`src/rtl/rng_regs_pkg.sv`:
```
package rng_regs_pkg;

    localparam int OFF_CTL    = 32'h000;
    localparam int OFF_STAT   = 32'h004;
    localparam int OFF_DATA   = 32'h008;
    localparam int OFF_NOISE  = 32'h00C;
    localparam int OFF_HEALTH = 32'h010;
    localparam int OFF_VER    = 32'h3F4;

    localparam int B_RUN    = 2;
    localparam int B_IRQEN  = 3;
    localparam int B_CLKCHK = 5;
    localparam int B_RELOAD = 30;

    localparam int S_RDY    = 0;
    localparam int S_CLKST  = 1;
    localparam int S_SEEDST = 2;
    localparam int S_CLKFL  = 5;
    localparam int S_SEEDFL = 6;

    localparam int NOISE_W = 18;

    typedef struct packed {
        logic [5:0] src_c;
        logic [3:0] div_exp;
        logic [2:0] src_b;
        logic       std_mode;
        logic [3:0] src_a;
        logic       clk_chk;
    } cfg_t;

    typedef enum logic [2:0] {
        SEL_NONE, SEL_CTL, SEL_STAT, SEL_DATA, SEL_NOISE, SEL_HEALTH, SEL_VER
    } sel_e;

    function automatic sel_e decode(input logic [31:0] a);
        case (a)
            OFF_CTL:    return SEL_CTL;
            OFF_STAT:   return SEL_STAT;
            OFF_DATA:   return SEL_DATA;
            OFF_NOISE:  return SEL_NOISE;
            OFF_HEALTH: return SEL_HEALTH;
            OFF_VER:    return SEL_VER;
            default:    return SEL_NONE;
        endcase
    endfunction

    function automatic logic [31:0] ctl_word(input cfg_t c, input logic run,
                                             input logic irqen, input logic reload);
        logic [31:0] w;
        w = '0;
        w[B_RUN]    = run;
        w[B_IRQEN]  = irqen;
        w[B_CLKCHK] = c.clk_chk;
        w[11:8]     = c.src_a;
        w[12]       = c.std_mode;
        w[15:13]    = c.src_b;
        w[19:16]    = c.div_exp;
        w[25:20]    = c.src_c;
        w[B_RELOAD] = reload;
        return w;
    endfunction

endpackage

```
`src/rtl/rng_reload_seq.sv`:
```
module rng_reload_seq #(
    parameter int RELOAD_CYCLES = 16
) (
    input  logic clk,
    input  logic rst,
    input  logic wr_ctl,
    input  logic wr_reload,
    output logic active,
    output logic done
);
    localparam int CNT_W = $clog2(RELOAD_CYCLES + 1);

    logic             pend;
    logic             busy;
    logic [CNT_W-1:0] cnt;
    logic             start;

    assign start  = wr_ctl && !wr_reload && pend;
    assign active = pend || busy;
    assign done   = busy && (cnt == '0) && !start;

    always_ff @(posedge clk) begin
        if (rst) begin
            pend <= 1'b0;
            busy <= 1'b0;
            cnt  <= '0;
        end else begin
            if (busy) begin
                if (cnt == '0) busy <= 1'b0;
                else           cnt  <= cnt - 1'b1;
            end
            if (wr_ctl && wr_reload) begin
                pend <= 1'b1;
            end else if (start) begin
                pend <= 1'b0;
                busy <= 1'b1;
                cnt  <= CNT_W'(RELOAD_CYCLES - 1);
            end
        end
    end

    // lowering a set reload bit starts the internal cycle
    p_start_r4: assert property (@(posedge clk) disable iff (rst)
        start |=> busy && active);

    // the cycle does not end before its count runs out
    p_len_r4: assert property (@(posedge clk) disable iff (rst)
        busy && (cnt != '0) |=> active);

endmodule

```
`src/rtl/rng_err_status.sv`:
```
module rng_err_status (
    input  logic clk,
    input  logic rst,
    input  logic clk_chk,
    input  logic seed_err,
    input  logic seed_recover,
    input  logic clk_err,
    input  logic reload_done,
    input  logic wr_stat,
    input  logic wr_zero,
    input  logic keep_clk,
    input  logic keep_seed,
    output logic flag_seed,
    output logic flag_clk,
    output logic seed_state,
    output logic clk_state
);
    logic clk_evt;

    assign clk_evt   = clk_err && clk_chk;
    assign clk_state = clk_evt;

    always_ff @(posedge clk) begin
        if (rst) begin
            flag_seed  <= 1'b0;
            flag_clk   <= 1'b0;
            seed_state <= 1'b0;
        end else begin
            if (seed_err)                       flag_seed <= 1'b1;
            else if (wr_stat && !keep_seed)     flag_seed <= 1'b0;

            if (clk_evt)                        flag_clk <= 1'b1;
            else if (wr_stat && !keep_clk)      flag_clk <= 1'b0;

            if (seed_err)
                seed_state <= 1'b1;
            else if (seed_recover || reload_done || (wr_stat && wr_zero))
                seed_state <= 1'b0;
        end
    end

    // a seed error raises both flag and state
    p_seed_set_r6: assert property (@(posedge clk) disable iff (rst)
        seed_err |=> flag_seed && seed_state);

    // end of the reload cycle drops the seed state
    p_done_clear_r7: assert property (@(posedge clk) disable iff (rst)
        reload_done && !seed_err |=> !seed_state);

    // with checking off no clock flag appears
    p_clk_ign_r8: assert property (@(posedge clk) disable iff (rst)
        !clk_chk && !flag_clk |=> !flag_clk);

endmodule

```
`src/rtl/rng_ctrl_regs.sv`:
```
module rng_ctrl_regs
    import rng_regs_pkg::*;
#(
    parameter int         ADDR_W        = 12,
    parameter int         RELOAD_CYCLES = 16,
    parameter logic [3:0] VER_MAJOR     = 4'd3,
    parameter logic [3:0] VER_MINOR     = 4'd1
) (
    input  logic                clk,
    input  logic                rst,
    input  logic [ADDR_W-1:0]   bus_addr,
    input  logic                bus_we,
    input  logic [31:0]         bus_wdata,
    output logic [31:0]         bus_rdata,
    output logic                irq,
    output logic                core_run,
    output logic [3:0]          core_div,
    output logic                core_clk_chk,
    output logic [13:0]         core_src,
    output logic [NOISE_W-1:0]  core_noise_ctl,
    output logic [31:0]         core_health,
    input  logic [31:0]         core_word,
    input  logic                core_word_vld,
    input  logic                core_seed_err,
    input  logic                core_seed_recover,
    input  logic                core_clk_err
);
    sel_e               sel;
    cfg_t               cfg;
    logic               run_en;
    logic               irq_en;
    logic [NOISE_W-1:0] noise_q;
    logic [31:0]        health_q;
    logic               reload_active;
    logic               reload_done;
    logic               flag_seed, flag_clk, seed_state, clk_state;
    logic               rdy;
    logic               wr_ctl, wr_stat;

    assign sel     = decode(32'(bus_addr));
    assign wr_ctl  = bus_we && (sel == SEL_CTL);
    assign wr_stat = bus_we && (sel == SEL_STAT);

    always_ff @(posedge clk) begin
        if (rst) begin
            cfg      <= '0;
            run_en   <= 1'b0;
            irq_en   <= 1'b0;
            noise_q  <= '0;
            health_q <= '0;
        end else if (bus_we) begin
            case (sel)
                SEL_CTL: begin
                    run_en <= bus_wdata[B_RUN];
                    irq_en <= bus_wdata[B_IRQEN];
                    if (bus_wdata[B_RELOAD]) begin
                        cfg.clk_chk  <= bus_wdata[B_CLKCHK];
                        cfg.src_a    <= bus_wdata[11:8];
                        cfg.std_mode <= bus_wdata[12];
                        cfg.src_b    <= bus_wdata[15:13];
                        cfg.div_exp  <= bus_wdata[19:16];
                        cfg.src_c    <= bus_wdata[25:20];
                    end
                end
                SEL_NOISE:  noise_q  <= bus_wdata[NOISE_W-1:0];
                SEL_HEALTH: health_q <= bus_wdata;
                default: ;
            endcase
        end
    end

    rng_reload_seq #(.RELOAD_CYCLES(RELOAD_CYCLES)) u_seq (
        .clk       (clk),
        .rst       (rst),
        .wr_ctl    (wr_ctl),
        .wr_reload (bus_wdata[B_RELOAD]),
        .active    (reload_active),
        .done      (reload_done)
    );

    rng_err_status u_err (
        .clk          (clk),
        .rst          (rst),
        .clk_chk      (cfg.clk_chk),
        .seed_err     (core_seed_err),
        .seed_recover (core_seed_recover),
        .clk_err      (core_clk_err),
        .reload_done  (reload_done),
        .wr_stat      (wr_stat),
        .wr_zero      (bus_wdata == 32'h0),
        .keep_clk     (bus_wdata[S_CLKFL]),
        .keep_seed    (bus_wdata[S_SEEDFL]),
        .flag_seed    (flag_seed),
        .flag_clk     (flag_clk),
        .seed_state   (seed_state),
        .clk_state    (clk_state)
    );

    assign core_run       = run_en && !reload_active;
    assign core_div       = cfg.div_exp;
    assign core_clk_chk   = cfg.clk_chk;
    assign core_src       = {cfg.src_c, cfg.src_b, cfg.std_mode, cfg.src_a};
    assign core_noise_ctl = noise_q;
    assign core_health    = health_q;
    assign irq            = irq_en && (flag_seed || flag_clk);
    assign rdy            = core_word_vld && core_run && !seed_state;

    always_comb begin
        bus_rdata = '0;
        case (sel)
            SEL_CTL:    bus_rdata = ctl_word(cfg, run_en, irq_en, reload_active);
            SEL_STAT: begin
                bus_rdata[S_RDY]    = rdy;
                bus_rdata[S_CLKST]  = clk_state;
                bus_rdata[S_SEEDST] = seed_state;
                bus_rdata[S_CLKFL]  = flag_clk;
                bus_rdata[S_SEEDFL] = flag_seed;
            end
            SEL_DATA:   bus_rdata = rdy ? core_word : 32'h0;
            SEL_NOISE:  bus_rdata[NOISE_W-1:0] = noise_q;
            SEL_HEALTH: bus_rdata = health_q;
            SEL_VER:    bus_rdata[7:0] = {VER_MAJOR, VER_MINOR};
            default:    bus_rdata = '0;
        endcase
    end

    // a control write without the reload bit keeps the configuration
    p_cfg_hold_r3: assert property (@(posedge clk) disable iff (rst)
        wr_ctl && !bus_wdata[B_RELOAD]
        |=> $stable(core_src) && $stable(core_div) && $stable(core_clk_chk));

    // raising the reload bit stops the generator
    p_run_low_r5: assert property (@(posedge clk) disable iff (rst)
        wr_ctl && bus_wdata[B_RELOAD] |=> !core_run);

    // writes to undefined offsets change nothing
    p_undef_r14: assert property (@(posedge clk) disable iff (rst)
        bus_we && (sel == SEL_NONE)
        |=> $stable(core_noise_ctl) && $stable(core_health) && $stable(core_src));

endmodule

```
`config.mk`:
```
export PLATFORM = sky130hd
export DESIGN_NAME = rng_ctrl_regs
export DESIGN_NICKNAME = d
export VERILOG_FILES = /design/src/rtl/rng_regs_pkg.sv /design/src/rtl/rng_reload_seq.sv /design/src/rtl/rng_err_status.sv /design/src/rtl/rng_ctrl_regs.sv
export SDC_FILE = /design/constraint.sdc
export NUM_CORES = 1
export LEC_CHECK = 0
export BUFFER_PORTS_ARGS = -buffer_cell sky130_fd_sc_hd__buf_2
export CORE_AREA = 4 4 98 100
export CTS_CLUSTER_DIAMETER = 120
export DETAILED_ROUTE_END_ITERATION = 12
export DIE_AREA = 0 0 102 104
export HOLD_SLACK_MARGIN = 0.03
export PLACE_DENSITY_LB_ADDON = 0.1
export SYNTH_ARGS = -nofsm -noshare
export SYNTH_HDL_FRONTEND = slang
export SYNTH_HIERARCHICAL = 1
export SYNTH_SLANG_ARGS = --single-unit
```
`constraint.sdc`:
```
create_clock -name clk -period 2.5 [get_ports clk]
set_input_delay 0.5 -clock clk [delete_from_list [all_inputs] [get_ports clk]]
set_output_delay 0.5 -clock clk [all_outputs]
set_load 0.01 [all_outputs]
```
# After elaboration in Yosys (flattened, before gate mapping)
# Index checks and enable logic that the tools add are counted.
[word_totals] register_bits=81 latchBits=0 ramBits=0 rom_bits=0 inputBits=83 output_inout_bits=103 word_cells=88 mem_count=0
[classes] addsub=1 mul=0 div=0 n_lt_le_gt_ge=0 eq_ne=11 n_shift=0 n_mux=24 bitwise=0 n_reduce_logical=36
[op_table] op="case mux 14 bit (3 select lines)" n=1
[op_table] op="case mux 10 bit (4 select lines)" n=1
[op_table] op="case mux 3 bit (6 select lines)" n=2
[op_table] op="zero test 32 bit" n=1
[op_table] op="two-way mux 32 bit" n=1
[op_table] op="== test 12 x 4 -> 1 bit, second input constant" n=2
[op_table] op="two-way mux 5 bit" n=4
[op_table] op="logical AND 1 bit" n=15
[op_table] op="== test 12 x 10 -> 1 bit, second input constant" n=1
[op_table] op="== test 12 x 3 -> 1 bit, second input constant" n=1
[op_table] op="== test 12 x 5 -> 1 bit, second input constant" n=1
[op_table] op="zero test 12 bit" n=1
[op_table] op="two-way mux 1 bit" n=12
[op_table] op="case mux 2 bit (6 select lines)" n=1
[op_table] op="case mux 2 bit (5 select lines)" n=1
[op_table] op="== test 3 bit, second input constant" n=3
[op_table] op="nonzero test 2 bit" n=4
[op_table] op="== test 3 x 2 -> 1 bit, second input constant" n=2
[op_table] op="zero test 1 bit" n=6
[op_table] op="AND reduction 2 bit" n=3
[op_table] op="zero test 5 bit" n=1
[op_table] op="subtractor 5 x 1 -> 5 bit, second input constant" n=1
[op_table] op="logical OR 1 bit" n=4
[op_table] op="== test 3 x 1 -> 1 bit, second input constant" n=1
[op_table] op="other kinds (2)" n=2

# Longest topological paths before layout
# Gate-level depths: netlist of the first run.
[depth] ltp_word=12 depth_mapped=8 depth_no_buf=8

# Modules after synthesis
# Netlist of the first run, hierarchy kept.
[by_module_without_submodules] mod="rng_ctrl_regs" n_inst=1 cells_each=461 area_each_um2=3488.3 seq_area_each_um2=1421.4
[by_module_without_submodules] mod="rng_reload_seq" n_inst=1 cells_each=36 area_each_um2=376.6 seq_area_each_um2=140.1
[by_module_without_submodules] mod="rng_err_status" n_inst=1 cells_each=13 area_each_um2=117.6 seq_area_each_um2=60.1

# Worst setup path after synthesis of the first run
# No wires, ideal clock.
[synth_path] kind="input to output" from="input port bus_addr[1]" to="output port bus_rdata[10]" t_arrival_ns=1.849 t_required_ns=2.000 setup_slack_ns=0.151 cell_stages=5 n_path_buf=1 cell_sequence="or4_4 > nor3_4 > nand2_2 > buf_2 > o211ai_1"
[synth_between] elab_chain_cells=4 elab_cells_between_ends=12 cone_classes="eq/ne (9); mux (2); reduce/logical (1)"
[synth_lines] item="start: declaration" line_no="rng_ctrl_regs.sv:11" text="input logic [ADDR_W-1:0] bus_addr,"
[synth_lines] item="== test 12 x 10 -> 1 bit (tied with other cells)" line_no="rng_regs_pkg.sv:37" text="case (a)"
[synth_lines] item="case mux 3 bit (6 select lines) (*)" line_no="rng_regs_pkg.sv:37"
[synth_lines] item="== test 3 bit (tied with other cells)" line_no="rng_ctrl_regs.sv:110" text="case (sel)"
[synth_lines] item="case mux 10 bit (4 select lines) (*)" line_no="rng_ctrl_regs.sv:110"
[synth_lines] item="end: declaration" line_no="rng_ctrl_regs.sv:14" text="output logic [31:0] bus_rdata,"
# Mark *: on every way between the ends. The rest lies on a longest branch, timed or not.

# Worst setup path after layout of the first run
[layout_path] from="input port bus_addr[10]" to="output port bus_rdata[13]"
# The elaborated chain is that of the path after synthesis.

==> results_dict.tcl, run 1 <==
set metrics [dict create \
    htree_levels 3 \
    die_area_sq_um 10610 \
    crit_path_end_kind "output pin" \
    dp.cells 807 \
    finClkSkew_ns 0.004040 \
    coreArea_sq_um 8678 \
    die_x_um 102 \
    criticalPathCategory "in2out" \
    reg2reg_depth 5 \
    clk_pin_slew_worst_paths_ns 0.10 \
    gp_congestion 0.8482 \
    cts_root_buf "clkbuf_8" \
    post-route-drc-count 0 \
    finalCritPeriodShare 1.050 \
    violations "setup timing" \
    finalSetupViolations 32 \
    detailed_place_hpwl_mm 10.64 \
    synth_top_area_share 0.4072 \
    reg2reg_slack_ns 0.93 \
    syn_inst 510 \
    ys_ff_latch 81 \
    rsz0062_at_grt "yes" \
    min_from "bus_wdata[24]" \
    peakVddDrop_mv 0.3171 \
    startpoint_type "input port" \
    reg2reg_to "u_seq/cnt[1]$_SDFF_PP0_" \
    synth_edf_count 0 \
    ys_seq_area_frac 0.4072 \
    crit_start "bus_addr[10]" \
    max_cap_viol_count 0 \
    grt_pass1_wl_mm 22.87 \
    netlist_area_sq_um 3983 \
    wl_met3_mm 1.268 \
    power_mw 2.604 \
    io_buffer_count 185 \
    clock_sinks 81 \
    cts_tree "yes" \
    hold_slack_ns 0.3960 \
    required_ns 2.00 \
    cts_hold_buf 0 \
    rr_startpoint "u_seq/cnt[0]$_SDFF_PP0_" \
    synth_nets 594 \
    grt_usage 0.2680 \
    via_per_inst 5.548 \
    yosys.area.top_type "dfxtp_1" \
    clock_latency_ns 0.35 \
    design_area_sq_um 5698 \
    route.met2.wl_mm 7.065 \
    synthTopCellsByCount "nand2_1, dfxtp_1, a21oi_1" \
    power_density_nw_per_um2 456.9 \
    relSlewSlack 0.5458 \
    wl_per_cell_um 17.46 \
    yosysMostFrequentCell "nand2_1" \
    timing.final.ws_setup_ns -0.1244 \
    period_needed_ns 2.624 \
    max_freq_mhz 381.0 \
    overflow 0 \
    synth.avg_cell_area_sq_um 7.809 \
    hold_class "in2reg" \
    start_util 0.4589 \
    p_leak_nw 2.521 \
    fin_cells 831 \
    antennaDiodeCount 0 \
    cts_buffers 9 \
    hold_viol 0 \
    io_pins 186 \
    final_nets 802 \
    wl_met1_mm 5.929 \
    clock_path_buffers 2 \
    yosys_most_used_dff "dfxtp_1" \
    cp-endpoint "bus_rdata[13]" \
    antenna_found_initial 0 \
    vias 4610 \
    drtIter0Drc 247 \
    row_count 34 \
    synthTopCellsByArea "dfxtp_1, nand2_1, a21oi_1" \
    crit_fanout 7 \
    synth-async-reset-ratio 0 \
    grt_pass1_vias 4523 \
    yosysWarnings 6 \
    layout-drive-gt1-share 0.3970 \
    area_growth_pct 43.07 \
    dr.pass1.iters 5 \
    outcome "finished, violations left" \
    synth.distinct_cells 57 \
    fp.dieH_um 104 \
    cp.arrival_ns 2.12 \
    top_layer "met4" \
    place_area_sq_um 5206 \
    drt-total-wl_mm 14.51 \
    drv_slew 0 \
    grt_max_degree 39 \
    antenna_left 0 \
    tightestPinTransition_ns 0.6750 \
]
power by group:
part	switching, mW	internal (mW)	leakage (nW)
Clock	0.523	0.581	0.114
Sequential	0.00193	1.29	0.654
Combinational	0.114	0.0923	1.75
metrics by stage:
step / worst slack (ns) / TNS, ns / utilization
final: -0.1244 / -2.783 / 0.6566
after detailed placement: -0.1526 / -2.378 / 0.5999
after floorplan: 0.1512 / 0 / -
after global routing: -0.2186 / -4.860 / 0.6566
after CTS: -0.09246 / -2.140 / 0.6443
after global placement: -0.08111 / -1.364 / 0.5999
state kept, by name (all words and copies together) (netlist names), 4 cells and up:
name	count
core_div	4
u_seq/cnt	5
core_src	14
core_noise_ctl	18
core_health	32
worst min-delay path by stage:
stage / endpoint / slack [ns] / cells after the start
3_3_place_gp: core_noise_ctl[12]$_SDFFE_PP0P_ / 0.45 / 2
5_1_grt: core_src[12]$_SDFFE_PP0P_ / 0.38 / 3
4_1_cts: core_src[12]$_SDFFE_PP0P_ / 0.38 / 3
6_report: core_src[12]$_SDFFE_PP0P_ / 0.40 / 3
3_5_place_dp: core_div[2]$_SDFFE_PP0P_ / 0.46 / 2
2_1_floorplan: u_err/seed_state$_SDFFE_PP0P_ / 0.47 / 2
worst max-delay path, stage by stage:
cell,delay (ns)
buf_6,0.09
or4_4,0.57
buf_12,0.15
nor3_4,0.19
nand2_2,0.10
buf_4,0.19
o211ai_1,0.18
buf_2,0.16
layout make-up:
cell class / instances / area, sq um
fill: 749 / 2980
multi-input combinational: 382 / 2231
sequential: 81 / 1624
timing repair buffer: 233 / 1433
tap: 108 / 135.1
clock buffer: 9 / 123.9
clock inverter: 7 / 110.1
inverter: 11 / 41.29
layout by cell type (no fill, tap or decap), drive strengths merged, types with 6 or more instances in the layout:
cell,n
and4,7
clkbuf,9
a21oi,76
nand4,7
inv,14
o211ai,11
nor2,12
nor4,11
nor3,6
mux2i,7
a222oi,10
nand2,166
buf,233
dfxtp,81
a22oi,14
kinds of logic after synthesis:
family,Yosys count,synth area share
buf+inv,47,0.05435
simple gates,239,0.2997
fa+ha+maj,1,0.003141
flops,81,0.4072
mux,8,0.02042
compound gates,133,0.2130
xor+xnor,1,0.002200
per-layer routing:
layer | vias to the layer above | GRT usage
met1 | 2146 | 0.3371
met4 | 0 | 0.08529
met3 | 22 | 0.05097
li1 | 2218 | -
met2 | 224 | 0.4559
met5 | - | 0
timing repair:
| item | CTS | global route |
|---|---|---|
| resized for setup | 26 | 19 |
| endpoints found under the setup margin | 32 | 30 |
| cloned | 2 | 0 |
| buffers inserted | 4 | 2 |
| pin swaps | 7 | 8 |
Note: power is estimated with default switching activity, not from simulation.
==> inputs of run 2 (changes only) <==
--- a/config.mk
+++ b/config.mk
@@ -5,11 +5,12 @@
 export SDC_FILE = /design/constraint.sdc
 export NUM_CORES = 1
 export LEC_CHECK = 0
+export ABC_AREA = 1
 export BUFFER_PORTS_ARGS = -buffer_cell sky130_fd_sc_hd__buf_2
-export CORE_AREA = 4 4 98 100
+export CORE_AREA = 4 4 100 102
 export CTS_CLUSTER_DIAMETER = 120
 export DETAILED_ROUTE_END_ITERATION = 12
-export DIE_AREA = 0 0 102 104
+export DIE_AREA = 0 0 104 106
 export HOLD_SLACK_MARGIN = 0.03
 export PLACE_DENSITY_LB_ADDON = 0.1
 export SYNTH_ARGS = -nofsm -noshare
==> run 2 against run 1 <==
Net effect: the flow now finishes without violations; sequential share of layout area is 0.38 points higher; clock skew about the same; register-to-register slack improved by 0.21 ns; sequential cell count unchanged; global-route usage down 0.89 points; critical endpoint is now bus_rdata[25]; largest power group unchanged.
==> results_dict.tcl, run 2 <==
set metrics [dict create \
    post-route-drc-count 0 \
    clockPowerShare 0.411 \
    ys_seq_area_frac 0.3757 \
    crit_start "bus_addr[7]" \
    criticalPathCategory "in2out" \
    power_mw 2.475 \
    required_ns 2.00 \
    finalSetupViolations 0 \
    grt_pass1_vias 4741 \
    vias 5077 \
    globalRoute.busiestLayer "met2" \
    antenna_left 0 \
    grt_usage 0.2591 \
    yosysMostFrequentCell "nand2_1" \
    row_count 35 \
    cts_tree "yes" \
    yosys_most_used_dff "dfxtp_1" \
    largest_reg_flops 32 \
    yosysWarnings 6 \
    wl_per_cell_um 15.77 \
    antennaDiodeCount 0 \
    startpoint_type "input port" \
    final_util 0.6177 \
    setup-tns-final_ns 0 \
    synth_top_area_share 0.3757 \
    max_cap_viol_count 0 \
    hold_class "in2reg" \
    synth.avg_cell_area_sq_um 6.376 \
    hold_viol 0 \
    area_growth_pct 30.35 \
    min_path_cells 3 \
    finalCritPeriodShare 0.9645 \
    netlist_area_sq_um 4317 \
    period_needed_ns 2.411 \
    die_area_sq_um 11020 \
    grt_pass1_wl_mm 23.41 \
    intPower_mw 1.851 \
    place_area_sq_um 5319 \
    met2_usage 0.4550 \
    cts_buffers 9 \
    clock_sinks 81 \
    combPwrFrac 0.067 \
    cts_root_buf "clkbuf_8" \
    finClkSkew_ns 0.003920 \
    final_nets 944 \
    synthTopCellsByArea "dfxtp_1, nand2_1, nor2_1" \
    synth-async-reset-ratio 0 \
    peakVddDrop_mv 0.2887 \
    max_freq_mhz 414.7 \
    die_x_um 104 \
    crit_path_end_kind "output pin" \
    cp.arrival_ns 1.91 \
    synth_nets 761 \
    use_met1 0.3219 \
    power_density_nw_per_um2 439.8 \
    seq_power_share 0.522 \
    drtIter0Drc 380 \
    io_pins 186 \
    p_sw_mw 0.6235 \
    fp.dieH_um 106 \
    grt.met3_usage 0.05039 \
    start_util 0.4739 \
    detailed_place_hpwl_mm 10.65 \
    relSlewSlack 0.6632 \
    hold_end "core_health[26]$_SDFFE_PP0P_" \
    io_buffer_count 185 \
    design_area_sq_um 5627 \
    synth_edf_count 0 \
    layout-drive-gt1-share 0.2960 \
    gp_congestion 0.8904 \
    crit_fanout 8 \
    sw_frac_of_total 0.2519 \
    tightestPinTransition_ns 0.5046 \
    drv_slew 0 \
    drt-total-wl_mm 15.39 \
    clock_path_buffers 2 \
    yosys.area.top_type "dfxtp_1" \
    synth.distinct_cells 32 \
    coreArea_sq_um 9109 \
    htree_levels 3 \
    reg2reg_to "u_seq/cnt[0]$_SDFF_PP0_" \
    dr.pass1.iters 5 \
    grt_max_degree 35 \
    antenna_found_initial 0 \
    overflow 0 \
    final_cell_mix "buf_2, nand2_1, nor2_1" \
    ys_ff_latch 81 \
    p_leak_nw 3.012 \
    clk_pin_slew_worst_paths_ns 0.09 \
    reg2reg_depth 9 \
    clock_latency_ns 0.35 \
    layout_commonest_cell "buf_2" \
    outcome "finished clean" \
    rr_startpoint "u_seq/cnt[0]$_SDFF_PP0_" \
    reg2reg_slack_ns 1.14 \
    min_from "bus_wdata[26]" \
    synthTopCellsByCount "nand2_1, nor2_1, dfxtp_1" \
    via_per_inst 5.202 \
    syn_inst 677 \
]
-- run 2: worst max-delay path, stage by stage --
cell and delay (ns):
buf_2 0.10, nor2_1 0.17, nand2_2 0.13, nor2_4 0.14
nand3_2 0.10, nor2_4 0.26, clkbuf_16 0.23, nand2_1 0.08
nand3_1 0.07, buf_2 0.12
-- run 2: repair_timing --
action,CTS,global route
hold buffers,0,0
buffers inserted,0,2
resized for setup,0,10
setup endpoints to repair,0,30
-- run 2: power groups by stage --
| stage | clock network [mW] | registers [mW] | logic, mW |
|---|---|---|---|
| 2_1_floorplan | 0 | 1.32 | 0.0517 |
| 3_3_place_gp | 0 | 1.32 | 0.159 |
| 3_5_place_dp | 0 | 1.32 | 0.162 |
| 4_1_cts | 1.02 | 1.29 | 0.163 |
| 5_1_grt | 1.07 | 1.29 | 0.180 |
| 6_report | 1.02 | 1.29 | 0.166 |
-- run 2: worst max path at each step --
| stage | to | depth (start not counted) | slack, ns |
|---|---|---|---|
| 4_1_cts | bus_rdata[29] | 11 | 0.07 |
| 2_1_floorplan | bus_rdata[26] | 8 | 0.55 |
| 5_1_grt | bus_rdata[19] | 11 | -0.003 |
| 6_report | bus_rdata[25] | 10 | 0.09 |
| 3_3_place_gp | bus_rdata[16] | 10 | 0.14 |
| 3_5_place_dp | bus_rdata[3] | 9 | 0.1 |
-- run 2: layout make-up --
| cell class | count | area, sq um |
|---|---|---|
| fill | 919 | 3482 |
| multi-input combinational | 485 | 2227 |
| sequential | 81 | 1625 |
| timing repair buffer | 203 | 1125 |
| inverter | 80 | 305.3 |
| clock buffer | 11 | 141.4 |
| tap | 111 | 138.9 |
| clock inverter | 5 | 63.81 |
-- run 2: logic make-up after synthesis --
| kind of cell | share of synthesized area |
|---|---|
| fa+ha+maj | 0.002898 |
| compound gates | 0.09420 |
| flops | 0.3757 |
| simple gates | 0.4142 |
| buf+inv | 0.1130 |
-- run 2: through the flow --
step,hold slack [ns],cells,setup WS [ns]
3_5_place_dp,0.4676,955,0.09766
4_1_cts,0.3812,971,0.06535
5_1_grt,0.3901,976,-0.003184
6_report,0.3885,976,0.08869
3_3_place_gp,0.4528,955,0.1414
2_1_floorplan,0.4391,677,0.5494
-- run 2: layer usage --
layer	vias up	part of all wire
met5	-	0
met4	0	0.015
met3	22	0.075
met2	241	0.49
met1	2314	0.42
li1	2500	-
==> inputs of run 3 (changes only) <==
--- a/config.mk
+++ b/config.mk
@@ -13,6 +13,7 @@
 export DIE_AREA = 0 0 104 106
 export HOLD_SLACK_MARGIN = 0.03
 export PLACE_DENSITY_LB_ADDON = 0.1
+export RECOVER_POWER = 25
 export SYNTH_ARGS = -nofsm -noshare
 export SYNTH_HDL_FRONTEND = slang
 export SYNTH_HIERARCHICAL = 1
==> run 3 against run 2 <==
Net effect: critical endpoint unchanged; sequential power hardly changed; highest routed layer unchanged; setup slack better by 0.013 ns; largest cell class unchanged; clock power hardly changed; clock-buffer cell count stayed put; clock skew is 0.00066 ns higher; worst hold slack worse by 0.0037 ns; first-iteration DRC count is 6.6% lower; register-to-register slack worse by 0.02 ns.
==> results_dict.tcl, run 3 (same netlist as run 2, synthesis figures left out) <==
set metrics [dict create \
    criticalPathCategory "in2out" \
    reg2reg_to "u_seq/cnt[0]$_SDFF_PP0_" \
    wl_per_cell_um 15.79 \
    vias 5042 \
    finalCritPeriodShare 0.9594 \
    grt_max_degree 35 \
    cts_buffers 9 \
    grt_usage 0.2591 \
    io_pins 186 \
    htree_levels 3 \
    finalSetupViolations 0 \
    cp_slowest_stage_delay_ns 0.26 \
    min_path_cells 3 \
    cts_tree "yes" \
    gp_congestion 0.8904 \
    dp.cells 955 \
    coreArea_sq_um 9109 \
    row_count 35 \
    start_util 0.4739 \
    drv_slew 0 \
    nFillCells 946 \
    cp.arrival_ns 1.90 \
    period_needed_ns 2.399 \
    io_buffer_count 185 \
    clock_latency_ns 0.35 \
    final_cell_mix "nand2_1, buf_2, nor2_1" \
    reg2reg_depth 9 \
    antennaDiodeCount 0 \
    clock_path_buffers 2 \
    cts_root_buf "clkbuf_8" \
    cp_slowest_cell "nor2_4" \
    drt-total-wl_mm 15.41 \
    post-route-drc-count 0 \
    overflow 0 \
    crit_path_end_kind "output pin" \
    power_mw 2.476 \
    startpoint_type "input port" \
    finClkSkew_ns 0.004581 \
    p_leak_nw 2.809 \
    clk_pin_slew_worst_paths_ns 0.09 \
    drtIter0Drc 355 \
    required_ns 2.00 \
    layout-drive-gt1-share 0.2428 \
    hold_viol 0 \
    outcome "finished clean" \
    rr_startpoint "u_seq/cnt[0]$_SDFF_PP0_" \
    grt_pass1_vias 4741 \
    min_from "bus_wdata[26]" \
    max_cap_viol_count 0 \
    worstPathCellList "buf_2 > nor2_1 > nand2_2 > nor2_4 > nand3_2 > nor2_4 > clkbuf_16 > nand2_1 > nand3_1 > buf_2" \
    hold_end "core_health[26]$_SDFFE_PP0P_" \
    layout_commonest_cell "nand2_1" \
    die_area_sq_um 11020 \
    largest_reg_flops 32 \
    clock_sinks 81 \
    dr.pass1.iters 5 \
    antenna_left 0 \
    via_per_inst 5.166 \
    grt_pass1_wl_mm 23.41 \
    fp.dieH_um 106 \
    relSlewSlack 0.6602 \
    fin_cells 976 \
    cts_hold_buf 0 \
    antenna_found_initial 0 \
    max_freq_mhz 416.9 \
    peakVddDrop_mv 0.2891 \
    tightestPinTransition_ns 0.5092 \
    final_nets 944 \
    detailed_place_hpwl_mm 10.65 \
    hold_class "in2reg" \
    reg2reg_slack_ns 1.12 \
    die_x_um 104 \
    crit_fanout 8 \
    area_growth_pct 29.01 \
    power_density_nw_per_um2 444.6 \
]
run 3: worst max path at each step:
| stage | from | end | slack, ns | cells past startpoint |
|---|---|---|---|---|
| floorplan | bus_addr[9] | bus_rdata[26] | 0.55 | 8 |
| global placement | bus_addr[9] | bus_rdata[16] | 0.14 | 10 |
| detailed placement | bus_addr[9] | bus_rdata[3] | 0.1 | 9 |
| CTS | u_seq/busy$_SDFF_PP0_ | bus_rdata[29] | 0.07 | 11 |
| global route | u_seq/busy$_SDFF_PP0_ | bus_rdata[19] | -0.003 | 11 |
| finish | bus_addr[9] | bus_rdata[25] | 0.10 | 10 |
run 3: area by class of cell:
class | count | area (sq um) | area share
Multi-Input combinational cell | 485 | 2227 | 0.3999
Sequential cell | 81 | 1625 | 0.2918
Timing Repair Buffer | 203 | 1067 | 0.1916
Inverter | 80 | 305.3 | 0.05482
Clock buffer | 11 | 141.4 | 0.02539
Tap cell | 111 | 138.9 | 0.02494
Clock inverter | 5 | 63.81 | 0.01146
run 3: what timing repair did:
| item | CTS | global route |
|---|---|---|
| resized for setup | 0 | 10 |
| endpoints found under the setup margin | 0 | 30 |
| setup buffers | 0 | 2 |
run 3: through the flow:
| step | hold slack (ns) | area (sq um) | utilization | setup TNS, ns | setup slack (ns) |
|---|---|---|---|---|---|
| floorplan | 0.4391 | 4317 | - | 0 | 0.5494 |
| global placement | 0.4528 | 5319 | 0.5839 | 0 | 0.1414 |
| detailed placement | 0.4676 | 5319 | 0.5839 | 0 | 0.09766 |
| CTS | 0.3812 | 5524 | 0.6065 | 0 | 0.06535 |
| global route | 0.3901 | 5569 | 0.6114 | -0.003858 | -0.003184 |
| finish | 0.3848 | 5569 | 0.6114 | 0 | 0.1015 |
run 3: power by group:
group / switching (mW) / internal (mW) / total (mW)
clock network: 0.521 / 0.497 / 1.02
logic: 0.102 / 0.0637 / 0.166
registers: 0.00217 / 1.29 / 1.29
total: 0.625 / 1.85 / 2.48
run 3: metal layers:
layer	global-route usage	wire length (um)	up-vias	share of wire
met5	0	0	-	0
li1	-	-	2498	-
met1	0.3219	6406	2277	0.42
met4	0.07787	215	0	0.014
met2	0.4550	7522	247	0.49
met3	0.05039	1265	20	0.082
run 3: worst max-delay path, delay by kind of cell:
kind | cells | cell delay (ns)
buffers and inverters | 3 | 0.45
and+or+nand+nor | 7 | 0.94
